--- src/rtl/i2c_cmd_pkg.sv ---
package i2c_cmd_pkg;
  typedef enum logic [2:0] {
    ST_IDLE,
    ST_ADDR,
    ST_ACK,
    ST_WR,
    ST_RD,
    ST_RD_ACK,
    ST_RD_NXT
  } slv_st_e;
endpackage

--- src/rtl/i2c_bus_sync.sv ---
module i2c_bus_sync #(
  parameter int STAGES = 2
) (
  input  logic clk_i,
  input  logic rst_ni,
  input  logic scl_i,
  input  logic sda_i,
  output logic sda_o,
  output logic scl_rise_o,
  output logic scl_fall_o,
  output logic start_o,
  output logic stop_o
);
  localparam int LAST = STAGES - 1;

  logic [LAST:0] scl_ff, sda_ff;
  logic          scl_q, sda_q;
  logic          scl_s, sda_s;

  assign scl_s = scl_ff[LAST];
  assign sda_s = sda_ff[LAST];

  always_ff @(posedge clk_i or negedge rst_ni) begin
    if (!rst_ni) begin
      scl_ff <= '1;
      sda_ff <= '1;
      scl_q  <= 1'b1;
      sda_q  <= 1'b1;
    end else begin
      scl_ff <= {scl_ff[LAST-1:0], scl_i};
      sda_ff <= {sda_ff[LAST-1:0], sda_i};
      scl_q  <= scl_s;
      sda_q  <= sda_s;
    end
  end

  assign sda_o      = sda_s;
  assign scl_rise_o = scl_s & ~scl_q;
  assign scl_fall_o = ~scl_s & scl_q;
  // data edges while clock stays high
  assign start_o    = scl_s & scl_q & sda_q & ~sda_s;
  assign stop_o     = scl_s & scl_q & ~sda_q & sda_s;
endmodule

--- src/rtl/i2c_rd_mux.sv ---
module i2c_rd_mux #(
  parameter int RD_BYTES = 2,
  parameter int RW       = $clog2(RD_BYTES + 1)
) (
  input  logic [RD_BYTES*8-1:0] rd_data_i,
  input  logic [RW-1:0]         rd_idx_i,
  output logic [7:0]            rd_byte_o
);
  logic [7:0] bytes [RD_BYTES];

  for (genvar g = 0; g < RD_BYTES; g++) begin : g_split
    assign bytes[g] = rd_data_i[(RD_BYTES-1-g)*8 +: 8];
  end

  always_comb begin
    rd_byte_o = 8'hFF;  // padding once data runs out
    for (int i = 0; i < RD_BYTES; i++) begin
      if (rd_idx_i == RW'(i)) rd_byte_o = bytes[i];
    end
  end
endmodule

--- src/rtl/i2c_slv_fsm.sv ---
module i2c_slv_fsm
  import i2c_cmd_pkg::*;
#(
  parameter logic [4:0] ADDR_HI   = 5'b00100,
  parameter logic [6:0] BCAST     = 7'b0010100,
  parameter int         CMD_BYTES = 3,
  parameter int         RD_BYTES  = 2,
  parameter int         RW        = $clog2(RD_BYTES + 1),
  parameter int         CW        = CMD_BYTES * 8
) (
  input  logic          clk_i,
  input  logic          rst_ni,
  input  logic          sda_i,
  input  logic          scl_rise_i,
  input  logic          scl_fall_i,
  input  logic          start_i,
  input  logic          stop_i,
  input  logic [1:0]    addr_sel_i,
  input  logic [7:0]    rd_byte_i,
  output logic [RW-1:0] rd_idx_o,
  output logic          sda_pull_o,
  output logic [CW-1:0] cmd_word_o,
  output logic          cmd_valid_o,
  output logic [7:0]    rd_cmd_o
);
  localparam int                 IW     = $clog2(CMD_BYTES + 1);
  localparam logic [IW-1:0]      WR_N   = IW'(CMD_BYTES);
  localparam logic [IW-1:0]      WR_END = IW'(CMD_BYTES - 1);
  localparam logic [RW-1:0]      RD_N   = RW'(RD_BYTES);

  slv_st_e       st, ack_nxt;
  logic          drv, pend;
  logic [2:0]    cnt;
  logic [7:0]    sh;
  logic [IW-1:0] wr_idx;
  logic [RW-1:0] rd_idx;
  logic [CW-1:0] cmd_buf;
  logic [7:0]    rx_byte;
  logic          own_hit, bc_hit;

  assign rx_byte = {sh[6:0], sda_i};
  assign own_hit = rx_byte[7:1] == {ADDR_HI, addr_sel_i};
  assign bc_hit  = (rx_byte[7:1] == BCAST) && !rx_byte[0];

  always_ff @(posedge clk_i or negedge rst_ni) begin
    if (!rst_ni) begin
      st          <= ST_IDLE;
      ack_nxt     <= ST_IDLE;
      drv         <= 1'b0;
      pend        <= 1'b0;
      cnt         <= '0;
      sh          <= '0;
      wr_idx      <= '0;
      rd_idx      <= '0;
      cmd_buf     <= '0;
      cmd_word_o  <= '0;
      cmd_valid_o <= 1'b0;
      rd_cmd_o    <= '0;
    end else begin
      cmd_valid_o <= 1'b0;
      if (start_i) begin
        st   <= ST_ADDR;
        cnt  <= '0;
        drv  <= 1'b0;
        pend <= 1'b0;
      end else if (stop_i) begin
        st  <= ST_IDLE;
        drv <= 1'b0;
      end else begin
        unique case (st)
          ST_IDLE: ;
          ST_ADDR: if (scl_rise_i) begin
            sh  <= rx_byte;
            cnt <= cnt + 3'd1;
            if (cnt == 3'd7) begin
              if (own_hit || bc_hit) begin
                st      <= ST_ACK;
                ack_nxt <= rx_byte[0] ? ST_RD : ST_WR;
                wr_idx  <= '0;
                rd_idx  <= '0;
                pend    <= 1'b0;
              end else begin
                st <= ST_IDLE;
              end
            end
          end
          ST_ACK: if (scl_fall_i) begin
            if (!drv) begin
              drv <= 1'b1;
            end else begin
              drv <= 1'b0;
              st  <= ack_nxt;
              cnt <= '0;
              if (pend) begin
                pend        <= 1'b0;
                cmd_valid_o <= 1'b1;
                cmd_word_o  <= cmd_buf;
              end
              if (ack_nxt == ST_RD) begin
                sh  <= rd_byte_i;
                drv <= ~rd_byte_i[7];
              end
            end
          end
          ST_WR: if (scl_rise_i) begin
            sh  <= rx_byte;
            cnt <= cnt + 3'd1;
            if (cnt == 3'd7) begin
              if (wr_idx != WR_N) begin
                cmd_buf <= {cmd_buf[CW-9:0], rx_byte};
                if (wr_idx == '0) rd_cmd_o <= rx_byte;
                if (wr_idx == WR_END) pend <= 1'b1;
                wr_idx  <= wr_idx + 1'b1;
                st      <= ST_ACK;
                ack_nxt <= ST_WR;
              end else begin
                st <= ST_IDLE;
              end
            end
          end
          ST_RD: if (scl_fall_i) begin
            if (cnt == 3'd7) begin
              drv <= 1'b0;
              st  <= ST_RD_ACK;
              if (rd_idx != RD_N) rd_idx <= rd_idx + 1'b1;
            end else begin
              sh  <= {sh[6:0], 1'b0};
              drv <= ~sh[6];
              cnt <= cnt + 3'd1;
            end
          end
          ST_RD_ACK: if (scl_rise_i) begin
            st <= sda_i ? ST_IDLE : ST_RD_NXT;  // NACK ends the read
          end
          ST_RD_NXT: if (scl_fall_i) begin
            sh  <= rd_byte_i;
            drv <= ~rd_byte_i[7];
            cnt <= '0;
            st  <= ST_RD;
          end
          default: st <= ST_IDLE;
        endcase
      end
    end
  end

  assign sda_pull_o = drv;
  assign rd_idx_o   = rd_idx;
endmodule

--- src/rtl/i2c_cmd_slave.sv ---
module i2c_cmd_slave #(
  parameter logic [4:0] ADDR_HI   = 5'b00100,
  parameter logic [6:0] BCAST     = 7'b0010100,
  parameter int         SYNC      = 2,
  parameter int         CMD_BYTES = 3,
  parameter int         RD_BYTES  = 2
) (
  input  logic                   clk_i,
  input  logic                   rst_ni,
  input  logic                   scl_i,
  input  logic                   sda_i,
  output logic                   sda_pull_o,
  input  logic [1:0]             addr_sel_i,
  output logic [CMD_BYTES*8-1:0] cmd_word_o,
  output logic                   cmd_valid_o,
  output logic [7:0]             rd_cmd_o,
  input  logic [RD_BYTES*8-1:0]  rd_data_i
);
  localparam int RW = $clog2(RD_BYTES + 1);

  logic          sda_w, rise_w, fall_w, start_w, stop_w;
  logic [RW-1:0] rd_idx_w;
  logic [7:0]    rd_byte_w;

  i2c_bus_sync #(.STAGES(SYNC)) u_sync (
    .clk_i      (clk_i),
    .rst_ni     (rst_ni),
    .scl_i      (scl_i),
    .sda_i      (sda_i),
    .sda_o      (sda_w),
    .scl_rise_o (rise_w),
    .scl_fall_o (fall_w),
    .start_o    (start_w),
    .stop_o     (stop_w)
  );

  i2c_rd_mux #(.RD_BYTES(RD_BYTES), .RW(RW)) u_mux (
    .rd_data_i (rd_data_i),
    .rd_idx_i  (rd_idx_w),
    .rd_byte_o (rd_byte_w)
  );

  i2c_slv_fsm #(
    .ADDR_HI   (ADDR_HI),
    .BCAST     (BCAST),
    .CMD_BYTES (CMD_BYTES),
    .RD_BYTES  (RD_BYTES),
    .RW        (RW)
  ) u_fsm (
    .clk_i       (clk_i),
    .rst_ni      (rst_ni),
    .sda_i       (sda_w),
    .scl_rise_i  (rise_w),
    .scl_fall_i  (fall_w),
    .start_i     (start_w),
    .stop_i      (stop_w),
    .addr_sel_i  (addr_sel_i),
    .rd_byte_i   (rd_byte_w),
    .rd_idx_o    (rd_idx_w),
    .sda_pull_o  (sda_pull_o),
    .cmd_word_o  (cmd_word_o),
    .cmd_valid_o (cmd_valid_o),
    .rd_cmd_o    (rd_cmd_o)
  );
endmodule

--- config.mk ---
export PLATFORM = sky130hd
export DESIGN_NAME = i2c_cmd_slave
export DESIGN_NICKNAME = d
export VERILOG_FILES = /design/src/rtl/i2c_cmd_pkg.sv /design/src/rtl/i2c_bus_sync.sv /design/src/rtl/i2c_rd_mux.sv /design/src/rtl/i2c_slv_fsm.sv /design/src/rtl/i2c_cmd_slave.sv
export SDC_FILE = /design/constraint.sdc
export NUM_CORES = 1
export LEC_CHECK = 0
export BUFFER_PORTS_ARGS = -buffer_cell sky130_fd_sc_hd__buf_2
export CAP_MARGIN = 10
export CORE_ASPECT_RATIO = 0.6
export CORE_UTILIZATION = 60
export DETAILED_ROUTE_END_ITERATION = 12
export PLACE_DENSITY = 0.83
export SETUP_SLACK_MARGIN = 0.1
export SLEW_MARGIN = 20
export SYNTH_ARGS = -nofsm -noshare
export SYNTH_HDL_FRONTEND = slang
export SYNTH_SLANG_ARGS = --single-unit
--- constraint.sdc ---
create_clock -name clk_i -period 3.9 [get_ports clk_i]
set_input_delay 0.39 -clock clk_i [delete_from_list [all_inputs] [get_ports clk_i]]
set_output_delay 0.39 -clock clk_i [all_outputs]
set_load 0.01 [all_outputs]
==> impl_metrics.ini <==
[outcome]
status = completed

[critical_path]
crit_fanout = 17
r2r_start = u_fsm.st[1]
reg2reg_slack_ns = 1.40
worst-setup-path-type = register to register
arrival_ns = 2.74
cp.required_ns = 4.14
critPathLaunchType = register
r2r_cells = 6
endpoint_kind = register
reg2reg_to = u_fsm.rd_cmd_o[5]

[yosys]
synth.area.top_cells = dfrtp_1 50%, mux2_1 7.5%, nand2_1 7.1%, mux2_2 4.3%, dfstp_2 4.0%
syn_inst = 344
synth.distinct_cells = 56
synth_area_mm2 = 0.00390
syn_avg_cell_area_um2 = 11.4
synth_most_common_cell = dfrtp_1
synth_top_area_share_pct = 50.0
synth.top_cells.by_count = 78 x dfrtp_1, 74 x nand2_1, 26 x mux2_1
synth_edf_count = 0
ys_async_sr_fraction_pct = 100
yosysTopAreaCell = dfrtp_1
synth-seq-cells = 84
ys.flop_type = dfrtp_1
seq_area_frac_synth_pct = 54.0
yosysWarnings = 0
syn_nets = 374

[place]
io_buffers = 55
gp_congestion = 0.931
hpwl_um = 5940

[timing]
finalCriticalPeriod_ns = 2.50
finalMaxSlewViolations = 0
fin_hold_ws_ns = 0.0688
fmax_ghz = 0.399
fin_skew_ns = 0.00930
fin_setup_tns_ns = 0
hold_viol = 0
setup_viol = 0
fin_crit_sh_pct = 64.2
relSlewSlack_pct = 51.3
rsz0062_at_grt = no
tightest_slew_ns = 0.730

[global_routing]
grt_pass1_vias = 2682
grt_pass1_wl_um = 13700
groute.usage.overall_pct = 27.0
grt_overflow = 0
grt_max_degree = 85
antenna_found_initial = 0

[power]
peakVddDrop_uv = 306
p_leak_nw = 2.31
power_density_mw_per_mm2 = 487

[die]
ios = 56
core-area_mm2 = 0.00619
die-height_um = 64.5
design.die.area_mm2 = 0.00685
die_w_um = 106
rows = 22
start_util_pct = 63.1

[cts]
cts_buffer_depth = 2
cts_setup_buffers = 0
h-tree-depth = 3
clock_latency_ns = 0.35
cts_tree = yes
ctsHoldBuffers = 0
cts_num_sinks = 84
cts_resized = 0
cts_root_buf = clkbuf_8
cts.reportedPaths.clkPinSlew_ns = 0.08
cts_buffers = 9

[cells_and_area]
fillers = 447
area_growth_pct = 12.9
drive_gt1_share_pct = 27.4
layout.nets = 428
antenna_cells = 0

[drt]
vias_per_cell = 5.86
detail-route-antenna-nets = 0
finalWirelength_um = 8400
firstDrtPassIters = 5
vias = 2844
wl_per_cell_um = 17.3
drc_errors = 0
drt_iter0_markers = 119

[hold_path]
hp-class = input pin to async pin

[run]
maxCapViolations = 0
-- placed cells by master, fill, tap and decap left out, types with 2 or more instances in the layout --
| cell | netlist | routed |
|---|---|---|
| a31oi_1 | 3 | 3 |
| clkbuf_8 | 0 | 10 |
| nor2b_1 | 4 | 4 |
| nor2_1 | 6 | 6 |
| ha_1 | 8 | 8 |
| inv_1 | 15 | 15 |
| a21oi_1 | 10 | 10 |
| nand2b_1 | 5 | 5 |
| dfstp_2 | 6 | 6 |
| buf_2 | 5 | 54 |
| buf_4 | 5 | 2 |
| nand2_2 | 2 | 2 |
| dfrtp_1 | 78 | 78 |
| mux2i_1 | 6 | 6 |
| nor3_1 | 4 | 4 |
| and2_1 | 2 | 2 |
| mux2_2 | 15 | 15 |
| mux2_4 | 7 | 7 |
| mux2_1 | 26 | 26 |
| nand3_1 | 3 | 3 |
| o22ai_1 | 11 | 11 |
| nand2_1 | 74 | 74 |
| o21ai_0 | 13 | 13 |
-- metal layers --
metal / global-route usage (%) / share of wire [%] / vias up
met2: 40.9 / 46 / 134
met5: 0 / 0 / -
met1: 37.9 / 45 / 1401
met3: 7.65 / 7.8 / 10
met4: 9.03 / 0.96 / 0
li1: - / - / 1299
-- per-stage QoR --
| step | worst slack (ns) | power [mW] | area [µm²] | utilization [%] | cells |
|---|---|---|---|---|---|
| floorplan | 2.00 | 1.43 | 3910 | - | 344 |
| global placement | 1.52 | 1.54 | 4220 | 68.1 | 471 |
| detailed placement | 1.49 | 1.54 | 4220 | 68.1 | 471 |
| CTS | 1.45 | 2.15 | 4410 | 71.2 | 485 |
| global route | 1.26 | 2.25 | 4410 | 71.2 | 485 |
| finish | 1.40 | 2.15 | 4410 | 71.2 | 485 |
-- power breakdown --
part	switching (mW)	total, mW	internal, mW
combinational	0.270	0.493	0.223
clock	0.293	0.599	0.306
sequential	0.126	1.06	0.929
-- critical path, cell delays in order, from the launching register on --
cell and delay [ns]:
dfrtp_1 0.58, nor2b_1 0.64, nand2_2 0.17, nor3_4 0.19, buf_4 0.25, nand2_2 0.19, mux2_1 0.36
-- sequential cells by signal (all words and copies together), names as in the netlist --
name               count
u_fsm.pend             1
u_fsm.st               3
u_fsm.rd_cmd_o         8
u_fsm.cmd_buf         24
u_sync.sda_q           1
u_fsm.sh               7
u_fsm.ack_nxt          2
u_sync.scl_q           1
u_fsm.wr_idx           2
u_sync.sda_ff          2
u_fsm.rd_idx_o         2
u_sync.scl_ff          2
u_fsm.sda_pull_o       1
u_fsm.cnt              3
u_fsm.cmd_word_o      24
u_fsm.cmd_valid_o      1
-- cells by family after synthesis --
kind of cell	Yosys count	synth area share, %
compound gates	51	8.97
fa+ha+maj	8	2.56
mux	54	16.1
flops	84	54.0
buf+inv	30	3.72
xor+xnor	2	0.449
simple gates	115	14.2
-- how the worst max path moves through the flow --
stage	from	slack [ns]	cells past startpoint	to
2_1_floorplan	u_fsm.cnt[0]	2.00	8	u_fsm.sh[0]
3_3_place_gp	u_fsm.st[1]	1.52	6	u_fsm.rd_cmd_o[5]
3_5_place_dp	u_fsm.st[1]	1.49	6	u_fsm.rd_cmd_o[7]
4_1_cts	u_fsm.st[1]	1.45	6	u_fsm.rd_cmd_o[7]
5_1_grt	u_fsm.st[1]	1.26	6	u_fsm.rd_cmd_o[7]
6_report	u_fsm.st[1]	1.40	6	u_fsm.rd_cmd_o[5]
-- area by class of cell --
type / instances / area [µm²] / area share (%)
Clock inverter: 4 / 51.3 / 1.16
Inverter: 16 / 60.1 / 1.36
Clock buffer: 10 / 138 / 3.12
Sequential cell: 84 / 2110 / 47.8
Timing Repair Buffer: 57 / 297 / 6.72
Tap cell: 84 / 105 / 2.38
Multi-Input combinational cell: 230 / 1650 / 37.4
Power figures use the tool's default switching activity.
